**config.mk**
```make
export PLATFORM = sky130hd
export DESIGN_NAME = prio_irq_select
export DESIGN_NICKNAME = d
export VERILOG_FILES = /design/src/rtl/irq_sel_pkg.sv /design/src/rtl/irq_pend_bank.sv /design/src/rtl/irq_prio_pick.sv /design/src/rtl/irq_grant_hold.sv /design/src/rtl/prio_irq_select.sv
export SDC_FILE = /design/constraint.sdc
export NUM_CORES = 1
export LEC_CHECK = 0
export ABC_AREA = 1
export BUFFER_PORTS_ARGS = -buffer_cell sky130_fd_sc_hd__buf_2
export CAP_MARGIN = 5
export CELL_PAD_IN_SITES_DETAIL_PLACEMENT = 1
export CELL_PAD_IN_SITES_GLOBAL_PLACEMENT = 2
export CORE_ASPECT_RATIO = 0.75
export CORE_MARGIN = 4
export CORE_UTILIZATION = 24
export CTS_BUF_LIST = sky130_fd_sc_hd__clkbuf_8
export DETAILED_ROUTE_END_ITERATION = 10
export MAX_ROUTING_LAYER = met4
export PLACE_DENSITY = 0.83
export SYNTH_ARGS = -nofsm -noshare
export SYNTH_HDL_FRONTEND = slang
export SYNTH_SLANG_ARGS = --single-unit
```
**constraint.sdc**
```tcl
create_clock -name clk -period 1.3 [get_ports clk]
set_clock_uncertainty 0.15 [all_clocks]
set_input_delay 0.13 -clock clk [delete_from_list [all_inputs] [get_ports clk]]
set_output_delay 0.13 -clock clk [all_outputs]
set_load 0.01 [all_outputs]
```
**src/rtl/irq_sel_pkg.sv**
```systemverilog
package irq_sel_pkg;

   localparam int unsigned SRC_N = 12;

   localparam int unsigned IX_RESET  = 0;
   localparam int unsigned IX_MCHK   = 1;
   localparam int unsigned IX_CEXT   = 2;
   localparam int unsigned IX_WDOG   = 3;
   localparam int unsigned IX_CDBELL = 4;
   localparam int unsigned IX_FIT    = 5;
   localparam int unsigned IX_PIT    = 6;
   localparam int unsigned IX_DECR   = 7;
   localparam int unsigned IX_EXT    = 8;
   localparam int unsigned IX_DBELL  = 9;
   localparam int unsigned IX_PERF   = 10;
   localparam int unsigned IX_THERM  = 11;

   typedef enum logic [1:0] {
      GATE_NONE = 2'd0,
      GATE_CRIT = 2'd1,
      GATE_EXT  = 2'd2
   } gate_e;

   typedef enum logic [1:0] {
      DROP_ALWAYS = 2'd0,
      DROP_NEVER  = 2'd1,
      DROP_CFG    = 2'd2
   } drop_e;

   function automatic gate_e gate_of(input int unsigned idx);
      if (idx == IX_RESET || idx == IX_MCHK) return GATE_NONE;
      if (idx == IX_CEXT) return GATE_CRIT;
      return GATE_EXT;
   endfunction

   function automatic drop_e drop_of(input int unsigned idx);
      if (idx == IX_CEXT || idx == IX_EXT) return DROP_NEVER;
      if (idx == IX_DECR) return DROP_CFG;
      return DROP_ALWAYS;
   endfunction

endpackage

```
**src/rtl/irq_pend_bank.sv**
```systemverilog
module irq_pend_bank #(
   parameter int unsigned N = 12
) (
   input  logic         clk,
   input  logic         rst_n,
   input  logic [N-1:0] set_i,
   input  logic [N-1:0] clr_i,
   input  logic [N-1:0] drop_i,
   output logic [N-1:0] pend_o
);

   for (genvar g = 0; g < N; g++) begin : g_bit
      always_ff @(posedge clk) begin
         if (!rst_n) pend_o[g] <= 1'b0;
         else        pend_o[g] <= set_i[g] | (pend_o[g] & ~clr_i[g] & ~drop_i[g]);
      end

      assert_set_wins_R12: assert property (@(posedge clk) disable iff (!rst_n)
         set_i[g] |=> pend_o[g])
         else $error("set pulse lost on bit %0d", g);

      assert_drop_clears_R11: assert property (@(posedge clk) disable iff (!rst_n)
         (drop_i[g] && !set_i[g]) |=> !pend_o[g])
         else $error("delivery clear ignored on bit %0d", g);
   end

endmodule

```
**src/rtl/irq_prio_pick.sv**
```systemverilog
module irq_prio_pick
   import irq_sel_pkg::*;
#(
   parameter int unsigned N       = SRC_N,
   parameter int unsigned CAUSE_W = 4
) (
   input  logic [N-1:0]       pend_i,
   input  logic               crit_en_i,
   input  logic               ext_en_i,
   output logic [N-1:0]       pick_o,
   output logic [CAUSE_W-1:0] cause_o
);

   logic [N-1:0] elig;
   logic [N:0]   above;

   for (genvar g = 0; g < N; g++) begin : g_gate
      if (gate_of(g) == GATE_NONE) begin : g_free
         assign elig[g] = pend_i[g];
      end else if (gate_of(g) == GATE_CRIT) begin : g_crit
         assign elig[g] = pend_i[g] & crit_en_i;
      end else begin : g_ext
         assign elig[g] = pend_i[g] & ext_en_i;
      end
   end

   assign above[0] = 1'b0;
   for (genvar g = 0; g < N; g++) begin : g_chain
      assign above[g+1] = above[g] | elig[g];
      assign pick_o[g]  = elig[g] & ~above[g];
   end

   always_comb begin
      cause_o = '0;
      for (int i = 0; i < N; i++) begin
         if (pick_o[i]) cause_o = cause_o | CAUSE_W'(i);
      end
   end

   always_comb begin
      assert_pick_onehot_R3: assert ($onehot0(pick_o))
         else $error("picker produced several winners");
   end

endmodule

```
**src/rtl/irq_grant_hold.sv**
```systemverilog
module irq_grant_hold #(
   parameter int unsigned N       = 12,
   parameter int unsigned CAUSE_W = 4
) (
   input  logic               clk,
   input  logic               rst_n,
   input  logic [N-1:0]       pick_i,
   input  logic [CAUSE_W-1:0] pick_cause_i,
   input  logic               take_i,
   output logic [N-1:0]       grant_o,
   output logic [CAUSE_W-1:0] cause_o,
   output logic               busy_o
);

   assign busy_o = |grant_o;

   always_ff @(posedge clk) begin
      if (!rst_n) begin
         grant_o <= '0;
         cause_o <= '0;
      end else if (busy_o) begin
         if (take_i) begin
            grant_o <= '0;
            cause_o <= '0;
         end
      end else begin
         grant_o <= pick_i;
         cause_o <= pick_cause_i;
      end
   end

   assert_grant_onehot_R3: assert property (@(posedge clk) disable iff (!rst_n)
      $onehot0(grant_o))
      else $error("grant not one-hot");

   assert_grant_held_R7: assert property (@(posedge clk) disable iff (!rst_n)
      (busy_o && !take_i) |=> ($stable(grant_o) && $stable(cause_o)))
      else $error("grant moved without take");

   assert_take_empties_R8: assert property (@(posedge clk) disable iff (!rst_n)
      (busy_o && take_i) |=> (grant_o == '0))
      else $error("grant survived take");

endmodule

```
**src/rtl/prio_irq_select.sv**
```systemverilog
module prio_irq_select
   import irq_sel_pkg::*;
#(
   parameter int unsigned CAUSE_W = 4
) (
   input  logic               clk,
   input  logic               rst_n,
   input  logic [SRC_N-1:0]   src_set_i,
   input  logic [SRC_N-1:0]   src_clr_i,
   input  logic               take_i,
   input  logic               crit_en_i,
   input  logic               ext_en_i,
   input  logic               decr_clr_cfg_i,
   output logic [SRC_N-1:0]   grant_o,
   output logic [CAUSE_W-1:0] cause_o,
   output logic               req_o
);

   localparam int unsigned IDX_W = $clog2(SRC_N);

   initial begin
      assert_cause_width_R3: assert (CAUSE_W >= IDX_W)
         else $error("CAUSE_W too narrow for %0d sources", SRC_N);
   end

   logic [SRC_N-1:0]   pend;
   logic [SRC_N-1:0]   pick;
   logic [CAUSE_W-1:0] pick_cause;
   logic [SRC_N-1:0]   drop_mask;
   logic [SRC_N-1:0]   drop;
   logic               busy;

   for (genvar g = 0; g < SRC_N; g++) begin : g_drop
      if (drop_of(g) == DROP_NEVER) begin : g_keep
         assign drop_mask[g] = 1'b0;
      end else if (drop_of(g) == DROP_CFG) begin : g_cfg
         assign drop_mask[g] = decr_clr_cfg_i;
      end else begin : g_always
         assign drop_mask[g] = 1'b1;
      end
   end

   assign drop = (busy && take_i) ? (grant_o & drop_mask) : '0;

   irq_pend_bank #(.N(SRC_N)) u_pend (
      .clk    (clk),
      .rst_n  (rst_n),
      .set_i  (src_set_i),
      .clr_i  (src_clr_i),
      .drop_i (drop),
      .pend_o (pend)
   );

   irq_prio_pick #(.N(SRC_N), .CAUSE_W(CAUSE_W)) u_pick (
      .pend_i    (pend),
      .crit_en_i (crit_en_i),
      .ext_en_i  (ext_en_i),
      .pick_o    (pick),
      .cause_o   (pick_cause)
   );

   irq_grant_hold #(.N(SRC_N), .CAUSE_W(CAUSE_W)) u_hold (
      .clk          (clk),
      .rst_n        (rst_n),
      .pick_i       (pick),
      .pick_cause_i (pick_cause),
      .take_i       (take_i),
      .grant_o      (grant_o),
      .cause_o      (cause_o),
      .busy_o       (busy)
   );

   assign req_o = |pend;

   assert_crit_gate_R5: assert property (@(posedge clk) disable iff (!rst_n)
      $rose(grant_o[IX_CEXT]) |-> $past(crit_en_i))
      else $error("critical input granted while disabled");

   for (genvar g = IX_WDOG; g < SRC_N; g++) begin : g_ext_chk
      assert_ext_gate_R6: assert property (@(posedge clk) disable iff (!rst_n)
         $rose(grant_o[g]) |-> $past(ext_en_i))
         else $error("source %0d granted while external disabled", g);
   end

   assert_sticky_kept_R9: assert property (@(posedge clk) disable iff (!rst_n)
      (take_i && (grant_o[IX_CEXT] || grant_o[IX_EXT]) && !(|src_clr_i)) |=> req_o)
      else $error("level source lost on delivery");

   assert_decr_keep_R10: assert property (@(posedge clk) disable iff (!rst_n)
      (take_i && grant_o[IX_DECR] && !decr_clr_cfg_i && !src_clr_i[IX_DECR]) |=> req_o)
      else $error("decrementer dropped with clear-on-delivery off");

endmodule

```
==> out/metrics.cfg, run 1 <==
[sta]
final.setup.worst_slack_ps = -302
rsz0062_at_grt = yes
slew_headroom = 0.739
timing.final.crit_share = 1.23
worst_pin_slew_ps = 385
setup_viol = 26
hold_violations = 0
fmaxAchievable_mhz = 624
layout_min_cycle_time_ps = 1600
finalMaxSlewViolations = 0

[placed_design]
dp_hpwl_mm = 3.73
io_buffers = 46
dp_cells = 361
routabilityCongestion = 0.783
dpl_cell_area_um2 = 2040

[layout]
diodes = 0
design_area_um2 = 2680
nets = 351
area_delta_synth_final_pct = 94.4
layout_common_cells = buf_2, buf_4, nand2_1
instances_no_fill = 395
mostFrequentLayoutCell = buf_2
drive_gt1_frac = 0.563

[status]
status = finished with violations
violations = negative setup slack

[floorplanning]
rows = 23
fp.dieH_um = 73.6
die_x_um = 95.5
core-area_um2 = 5440
io_pins = 47
start_util = 0.254
dieArea_um2 = 7030

[worst_setup_path]
cp_common_cell = nor2_4
cp_slowest_cell = dfxtp_2
cp_data_arrival_time_ps = 1680
worstSetupStartpointType = flop
crit_type = reg -> reg
critPathMaxFanout = 4
max_stage_delay_ps = 350
cp_cell_sequence = nor2_4 -> nand3_4 -> nor2_4 -> nand4_1 -> nor2_2 -> buf_4 -> a21oi_2 -> nor2_1
worst_ep_required_time_ps = 1380
end_kind = flop

[clocking]
cts_tree = done
numCtsBuffers = 3
clockRootBuffer = clkbuf_8
clockBufferDepth = 2
cts_sinks = 28
clkTransAtPathRegs_ps = 100
htreeDepth = 1
insertion_delay_ps = 280

[drt]
drc = 0
detail-route-antenna-nets = 0
avgRoutedWirePerCell_um = 14.3
drt_wl_total_mm = 5.67
dr.pass1.iters = 4
vias = 1732
first_iter_violations = 51
via_per_inst = 4.38

[global_route]
antenna_found_initial = 0
grt_pass1_wl_mm = 8.57
grt_pass1_vias = 1744
grt_usage = 0.162
grt_max_degree = 27
gr-total-overflow = 0

[flow_run]
max_cap_viol_count = 0

[hold_path]
hp-class = in -> reg

[synth]
synth_top_area_frac = 0.407
yosysSeqAreaShare = 0.407
syn_inst = 203
ys_types = 25
synth.largest_area_cell = dfxtp_1
ys_ff_latch = 28
synth-warning-count = 0
synth_fp_nets = 233
synth_area_um2 = 1380
avgSynthCellArea_um2 = 6.79
synth_area_leaders = dfxtp_1, nand2_1, a21oi_1, nor2_1, inv_1

[power]
powerDensity_nw_per_um2 = 865
peakVddDrop_v = 0.000401
power.leakage_nw = 1.31

## critical path, delay by kind of cell (launching register included)
family	cells	cell delay [ps]
flip-flops	1	350
AND/OR/NAND/NOR	6	850
AO/OA/AOI/OAI	1	30
buffers and inverters	1	150
## final cells by class
type,instances,area (um^2)
Clock buffer,4,55.1
Fill cell,663,2760
Inverter,30,125
Multi-Input combinational cell,140,947
Sequential cell,28,579
Tap cell,75,93.8
Timing Repair Buffer,118,880
## cell usage after synthesis, drive strengths merged
master / n
nand2: 49
nor2: 32
dfxtp: 28
inv: 28
a21oi: 25
nand3: 13
nand3b: 6
o21ai: 4
buf: 3
nand4: 3
nor3: 3
a31oi: 2
clkbuf: 2
clkinv: 2
nor4: 2
o311ai: 1
## state kept, by name (all words and copies together) (netlist names)
| signal | cells |
|---|---|
| u_hold.cause_o | 4 |
| u_pend.pend_o | 12 |
| u_hold.grant_o | 12 |
## worst paths after layout
kind                            cells after the start                        endpoint                   startpoint  slack (ps)
worst min-delay path                                4     u_pend.pend_o[7]$_SDFF_PN0_               decr_clr_cfg_i           5
worst min register to register                      2     u_pend.pend_o[5]$_SDFF_PN0_  u_pend.pend_o[5]$_SDFF_PN0_         410
worst max-delay path                                8  u_hold.grant_o[7]$_SDFFE_PN0P_  u_pend.pend_o[1]$_SDFF_PN0_        -300
worst max register to register                      8  u_hold.grant_o[7]$_SDFFE_PN0P_  u_pend.pend_o[1]$_SDFF_PN0_        -300
## cells by family (layout without fill, tap and decap cells)
logic type / count (synthesis) / in the layout / share of synthesized area
flops: 28 / 28 / 0.407
compound gates: 32 / 32 / 0.121
simple gates: 108 / 108 / 0.371
buf+inv: 35 / 152 / 0.102
## metal layers
metal	track usage	up-vias	routed length, um
met1	0.216	799	2610
li1	-	881	-
met4	0.0237	0	72
met5	-	-	0
met3	0.0328	11	268
met2	0.260	41	2720
## report_power, final
group	switching [W]	internal, W
clock	0.000300	0.000272
sequential	0.0000385	0.000907
combinational	0.000408	0.000391
## repair_timing
action,in CTS,in global routing
hold endpoints to repair,14,0
hold buffers,23,0
gates cloned,0,0
buffers inserted,3,4
resized for setup,52,31
endpoints found under the setup margin,26,26
pin swaps,7,23
## through the flow
stage	util	hold slack [ps]	TNS [ps]	setup slack (ps)	total power, W
global placement	0.375	183	-4390	-228	0.00148
finish	0.493	5.38	-5180	-302	0.00232
detailed placement	0.375	192	-5540	-286	0.00149
CTS	0.464	6.98	-4350	-267	0.00225
floorplan	-	77.6	-857	-86.0	0.00122
global route	0.493	46.1	-7600	-397	0.00244
(Power assumes the default switching activity.)
==> inputs of run 2 (changes only) <==
- ABC_AREA: 1 -> unset
- CAP_MARGIN: 5 -> unset
- CORE_UTILIZATION: 24 -> 27
==> run 2 against run 1 <==
Against the previous run:
- the run ends with negative hold slack, negative setup slack left
- first-iteration DRC count increased by 14%
- via count shrank 8.2%
- non-clock buffer count shrank 8
- combinational power fell by 16%
- critical endpoint is now u_hold.cause_o[3]$_SDFFE_PN0P_
- area after synthesis up 0.73%
- global-route usage rose by 1.3 points
==> out/metrics.cfg, run 2 <==
[worst_setup_path]
crit_type = reg -> reg
end_kind = flop
worstSetupStartpointType = flop
reg2regPathDepth = 6  ; -2
cp-startpoint = u_pend.pend_o[5]$_SDFF_PN0_
cp_data_arrival_time_ps = 1810  ; +130 ps
worst_ep_required_time_ps = 1380  ; about the same
critPathMaxFanout = 5  ; +1
worstReg2RegStart = u_pend.pend_o[5]$_SDFF_PN0_

[sta]
worst_pin_slew_ps = 328  ; -57.3 ps
setup_viol = 17  ; -35%
rsz0062_at_grt = yes
fmaxAchievable_mhz = 578  ; -7.4%
hold_ws_ps = -12.0  ; -17.4 ps
timing.final.crit_share = 1.33  ; +0.0982
finalMaxSlewViolations = 0  ; unchanged
final.setup.worst_slack_ps = -430  ; -128 ps
slew_headroom = 0.780  ; +0.0406
hold_violations = 1  ; +1
layout_min_cycle_time_ps = 1730  ; +128 ps

[synth]
synth_edf_count = 0  ; unchanged
netlist_top_cells_count = dfxtp_1, o21a_1, inv_1
ys_ff_latch = 28  ; unchanged
synth-warning-count = 0  ; unchanged
synth_fp_nets = 176  ; -24%
avgSynthCellArea_um2 = 9.51  ; +40%
async_flop_share = 0  ; unchanged
yosysMostFrequentCell = dfxtp_1
ys_types = 38  ; +52%
synth_area_leaders = dfxtp_1, o21a_1, nor2b_1, a211oi_1, inv_1
synth_area_um2 = 1390  ; +0.73%
synth_top_area_frac = 0.404  ; -0.00293
yosysSeqAreaShare = 0.404  ; -0.00293
synthFlopType = dfxtp_1
synth.largest_area_cell = dfxtp_1
syn_inst = 146  ; -28%

[clocking]
cts_sinks = 28  ; unchanged
clockBufferDepth = 2  ; unchanged
insertion_delay_ps = 280  ; about the same
clockRootBuffer = clkbuf_8
htreeDepth = 1  ; unchanged
cts_tree = done
numCtsBuffers = 3  ; unchanged
clkTransAtPathRegs_ps = 110  ; about the same

[hold_path]
hp-class = in -> reg
worstHoldPathCells = 3  ; -1
min_from = src_clr_i[0]

[layout]
mostFrequentLayoutCell = buf_2
instances_no_fill = 313  ; -21%
diodes = 0  ; unchanged
area_delta_synth_final_pct = 74.2
top_regs = u_hold.grant_o: 12 flops, u_pend.pend_o: 12 flops, u_hold.cause_o: 4 flops
drive_gt1_frac = 0.518  ; -0.0447
nets = 284  ; -19%
layout_common_cells = buf_2, buf_4, dlygate4sd3_1, dfxtp_1, o21a_1

[flow_run]
max_cap_viol_count = 0  ; unchanged

[global_route]
grt_max_degree = 16  ; -41%
grt_pass1_wl_mm = 8.65  ; +0.97%
grt_usage = 0.175  ; +0.0130
antenna_found_initial = 0  ; unchanged
grt_pass1_vias = 1752  ; +0.46%
gr-total-overflow = 0  ; unchanged

[drt]
dr.pass1.iters = 4  ; unchanged
drc = 0  ; unchanged
avgRoutedWirePerCell_um = 18.1  ; +26%
vias = 1590  ; -8.2%
drt_wl_total_mm = 5.65  ; -0.30%
detail-route-antenna-nets = 0  ; unchanged
via_per_inst = 5.08  ; +16%
first_iter_violations = 58  ; +14%

[power]
power.leakage_nw = 1.05  ; -19%
power_w = 0.00213  ; -8.2%
powerDensity_nw_per_um2 = 879  ; +1.7%
peakVddDrop_v = 0.000461  ; +15%

[floorplanning]
die_x_um = 90.8  ; -4.9%
io_pins = 47  ; unchanged
core-area_um2 = 4930  ; -9.4%
rows = 22  ; -4.3%
fp.dieH_um = 70.1  ; -4.8%
start_util = 0.282  ; +0.0284
dieArea_um2 = 6370  ; -9.5%

[placed_design]
io_buffers = 46  ; unchanged
dp_hpwl_mm = 3.86  ; +3.4%
dp_cells = 284  ; -21%
routabilityCongestion = 0.838  ; +7.0%

[status]
status = finished with violations
violations = negative hold slack, negative setup slack

[run 2: report_power, final]
group	switching (W)	total, W	leakage (nW)	internal (W)
clock network	0.000298	0.000511	0.0269	0.000213
logic	0.000324	0.000669	0.793	0.000345
registers	0.0000446	0.000948	0.234	0.000903
total	0.000667	0.00213	1.05	0.00146
[run 2: what timing repair did]
action / in CTS / in global routing
pin swaps: 6 / 12
hold endpoints to repair: 12 / 0
gates resized for setup: 13 / 16
setup buffers: 4 / 3
hold buffers: 18 / 0
setup endpoints to repair: 17 / 18
[run 2: cell type report]
class | count | area (um^2)
clock buffer | 3 | 41.3
fill | 571 | 2510
tap | 60 | 75.1
clock inverter | 1 | 3.75
multi-input combinational | 99 | 900
inverter | 12 | 45.0
sequential | 28 | 576
timing repair buffer | 110 | 779
[run 2: logic make-up after synthesis]
logic type             synth area share
AOI/OAI and AO/OA                 0.299
buffers and inverters            0.0577
DFF                               0.404
muxes                           0.00721
and+or+nand+nor                   0.232
[run 2: per-layer routing]
metal | routed length, um | part of all wire | global-route usage | vias to the layer above
met2 | 2810 | 0.50 | 0.298 | 35
met4 | 86 | 0.015 | 0.0368 | 0
met3 | 220 | 0.039 | 0.0398 | 10
li1 | - | - | - | 757
met1 | 2540 | 0.45 | 0.214 | 788
met5 | 0 | 0 | - | -
[run 2: path summary, 6_finish.rpt]
check / end / slack (ps)
setup / recovery: u_hold.cause_o[3]$_SDFFE_PN0P_ / -430
hold / removal: u_pend.pend_o[0]$_SDFF_PN0_ / -10
setup reg to reg: u_hold.cause_o[3]$_SDFFE_PN0P_ / -430
hold reg to reg: u_hold.grant_o[0]$_SDFFE_PN0P_ / 410
[run 2: critical path: stages, from the launching register on]
cell     delay [ps]
dfxtp_2         350
nor4_4          320
buf_4           170
nand4_4         160
buf_4           200
nor3_2          160
o31a_1          170
[run 2: through the flow]
stage | cell area, um^2 | setup WS, ps | utilization | hold slack, ps | setup TNS (ps)
detailed placement | 2010 | -503 | 0.409 | 194 | -5400
finish | 2420 | -430 | 0.491 | -12.0 | -4880
floorplan | 1440 | -238 | - | 104 | -2090
global placement | 2010 | -442 | 0.409 | 193 | -4630
CTS | 2340 | -389 | 0.474 | 0.454 | -4830
global route | 2420 | -485 | 0.491 | 1.50 | -6440
==> inputs of run 3 (changes only) <==
- REMOVE_ABC_BUFFERS: unset -> 1
==> run 3 against run 2 <==
Against the previous run:
- the flow finishes with violations (negative setup slack)
- combinational power rose by 2%
- critical path type unchanged
- critical path depth fell by 1
- largest power group unchanged
- non-clock buffer count did not move
- die area did not move
==> out/metrics.cfg, run 3 (synthesis results as in run 2) <==
[sta]
hold_violations = 0  ; -1
slew_headroom = 0.743  ; -0.0367
setup_viol = 17  ; unchanged
rsz0062_at_grt = yes
fmaxAchievable_mhz = 585  ; +1.2%
final.setup.worst_slack_ps = -409  ; +20.7 ps
layout_min_cycle_time_ps = 1710  ; -20.7 ps
finalMaxSlewViolations = 0  ; unchanged
timing.final.crit_share = 1.31  ; -0.0159
worst_pin_slew_ps = 380  ; +52.4 ps

[drt]
drt_wl_total_mm = 5.62  ; -0.58%
vias = 1568  ; -1.4%
avgRoutedWirePerCell_um = 18.0  ; -0.27%
first_iter_violations = 68  ; +17%
via_per_inst = 5.03  ; -1.1%
drc = 0  ; unchanged
detail-route-antenna-nets = 0  ; unchanged
dr.pass1.iters = 4  ; unchanged

[placed_design]
dp_hpwl_mm = 3.71  ; -4.0%
dpl_cell_area_um2 = 1990  ; -1.3%
io_buffers = 46  ; unchanged
routabilityCongestion = 0.828  ; -1.2%
pre_cts_slack_ps = -544  ; -41.0 ps
dp_cells = 287  ; +1.1%

[status]
status = finished with violations
violations = negative setup slack

[global_route]
grt_pass1_wl_mm = 8.98  ; +3.8%
grt_usage = 0.179  ; +0.00379
grt_max_degree = 29  ; +13
grt_pass1_vias = 1725  ; -1.5%
gr-total-overflow = 0  ; unchanged
antenna_found_initial = 0  ; unchanged

[layout]
layout_common_cells = buf_2, buf_4, dfxtp_1
diodes = 0  ; unchanged
mostFrequentLayoutCell = buf_2
top_regs = u_hold.grant_o: 12 flops, u_pend.pend_o: 12 flops, u_hold.cause_o: 4 flops
fin_util = 0.494  ; +0.00330
instances_no_fill = 312  ; -0.32%
drive_gt1_frac = 0.528  ; +0.00999
area_delta_synth_final_pct = 75.4
design_area_um2 = 2440  ; +0.67%
nets = 284  ; unchanged

[worst_setup_path]
cp-startpoint = u_hold.grant_o[11]$_SDFFE_PN0P_
end_kind = flop
crit_type = reg -> reg
cp_data_arrival_time_ps = 1750  ; -60 ps
max_stage_delay_ps = 360  ; about the same
worstSetupStartpointType = flop
timing.rr.end = u_hold.cause_o[1]$_SDFFE_PN0P_
cp_cell_sequence = nor4_4 -> nand3_2 -> buf_6 -> mux2i_1 -> o31a_1
cp_slowest_cell = dfxtp_2
worst-r2r-setup-slack_ps = -410  ; +20 ps
critPathMaxFanout = 7  ; +2
crit_end = u_hold.cause_o[1]$_SDFFE_PN0P_
worst_ep_required_time_ps = 1340  ; -40 ps
reg2regPathDepth = 5  ; -1
worstReg2RegStart = u_hold.grant_o[11]$_SDFFE_PN0P_

[power]
p_sw_w = 0.000658  ; -1.3%
comb_power_share = 0.321  ; +0.006
power.internal_w = 0.00147  ; +0.59%
seqPwrFrac = 0.446  ; about the same
power.leakage_nw = 1.05  ; -0.43%
peakVddDrop_v = 0.000416  ; -9.7%
powerDensity_nw_per_um2 = 874  ; -0.67%
power_w = 0.00213  ; about the same
swShare = 0.309  ; -0.00406
clock_power_share = 0.233  ; -0.007

[clocking]
cts_sinks = 28  ; unchanged
clockRootBuffer = clkbuf_8
clockBufferDepth = 2  ; unchanged
clkTransAtPathRegs_ps = 100  ; about the same
cts_tree = done
numCtsBuffers = 3  ; unchanged
insertion_delay_ps = 290  ; about the same
htreeDepth = 1  ; unchanged

[floorplanning]
io_pins = 47  ; unchanged
start_util = 0.282  ; unchanged
dieArea_um2 = 6370  ; unchanged
core-area_um2 = 4930  ; unchanged
die_x_um = 90.8  ; unchanged
fp.dieH_um = 70.1  ; unchanged
rows = 22  ; unchanged

[hold_path]
hp-class = in -> reg
worstHoldPathCells = 3  ; unchanged

[flow_run]
max_cap_viol_count = 0  ; unchanged

## run 3: worst min-delay path by stage
| stage | startpoint | slack, ps | endpoint |
|---|---|---|---|
| floorplan | rst_n | 100 | u_hold.cause_o[2]$_SDFFE_PN0P_ |
| global placement | src_set_i[4] | 190 | u_pend.pend_o[4]$_SDFF_PN0_ |
| detailed placement | src_set_i[3] | 200 | u_pend.pend_o[3]$_SDFF_PN0_ |
| CTS | src_clr_i[1] | 0.6 | u_pend.pend_o[1]$_SDFF_PN0_ |
| global route | src_clr_i[5] | 10 | u_pend.pend_o[5]$_SDFF_PN0_ |
| finish | src_clr_i[3] | 2 | u_pend.pend_o[3]$_SDFF_PN0_ |
## run 3: repair_timing
| action | in CTS | in global routing |
|---|---|---|
| pin swaps | 19 | 8 |
| hold buffers | 17 | 0 |
| buffers inserted | 3 | 2 |
| gates resized for setup | 29 | 19 |
| hold endpoints to repair | 12 | 0 |
| setup endpoints to repair | 18 | 22 |
## run 3: per-stage QoR
stage	TNS (ps)	hold slack [ps]
after floorplan	-5010	97.5
after global placement	-4920	194
after detailed placement	-6160	196
after CTS	-4180	0.571
after global routing	-5810	10.7
final	-4880	2.38
## run 3: cell type report
| type | count | area (um^2) |
|---|---|---|
| sequential | 28 | 573 |
| clock buffer | 3 | 41.3 |
| timing repair buffer | 110 | 798 |
| fill | 562 | 2490 |
| tap | 60 | 75.1 |
| inverter | 12 | 47.5 |
| multi-input combinational | 99 | 901 |
## run 3: critical path: cells and delay by family (launching register included)
family / cells / cell delay, ps
compound gates: 1 / 300
buf+inv: 1 / 170
simple gates: 2 / 500
mux: 1 / 120
flops: 1 / 360
## run 3: power by group through the flow
stage	sequential (W)	combinational, W	clock, W
finish	0.000949	0.000683	0.000496
floorplan	0.000969	0.000198	0
global route	0.000956	0.000732	0.000535
global placement	0.000959	0.000484	0
detailed placement	0.000961	0.000494	0
CTS	0.000946	0.000615	0.000508
## run 3: layer usage
metal / track usage / vias to the layer above / share of wire / wire length (um)
met1: 0.237 / 763 / 0.47 / 2640
met2: 0.288 / 42 / 0.48 / 2720
met4: 0.0301 / 0 / 0.0061 / 34
li1: - / 757 / - / -
met5: - / - / 0 / 0
met3: 0.0355 / 6 / 0.040 / 226
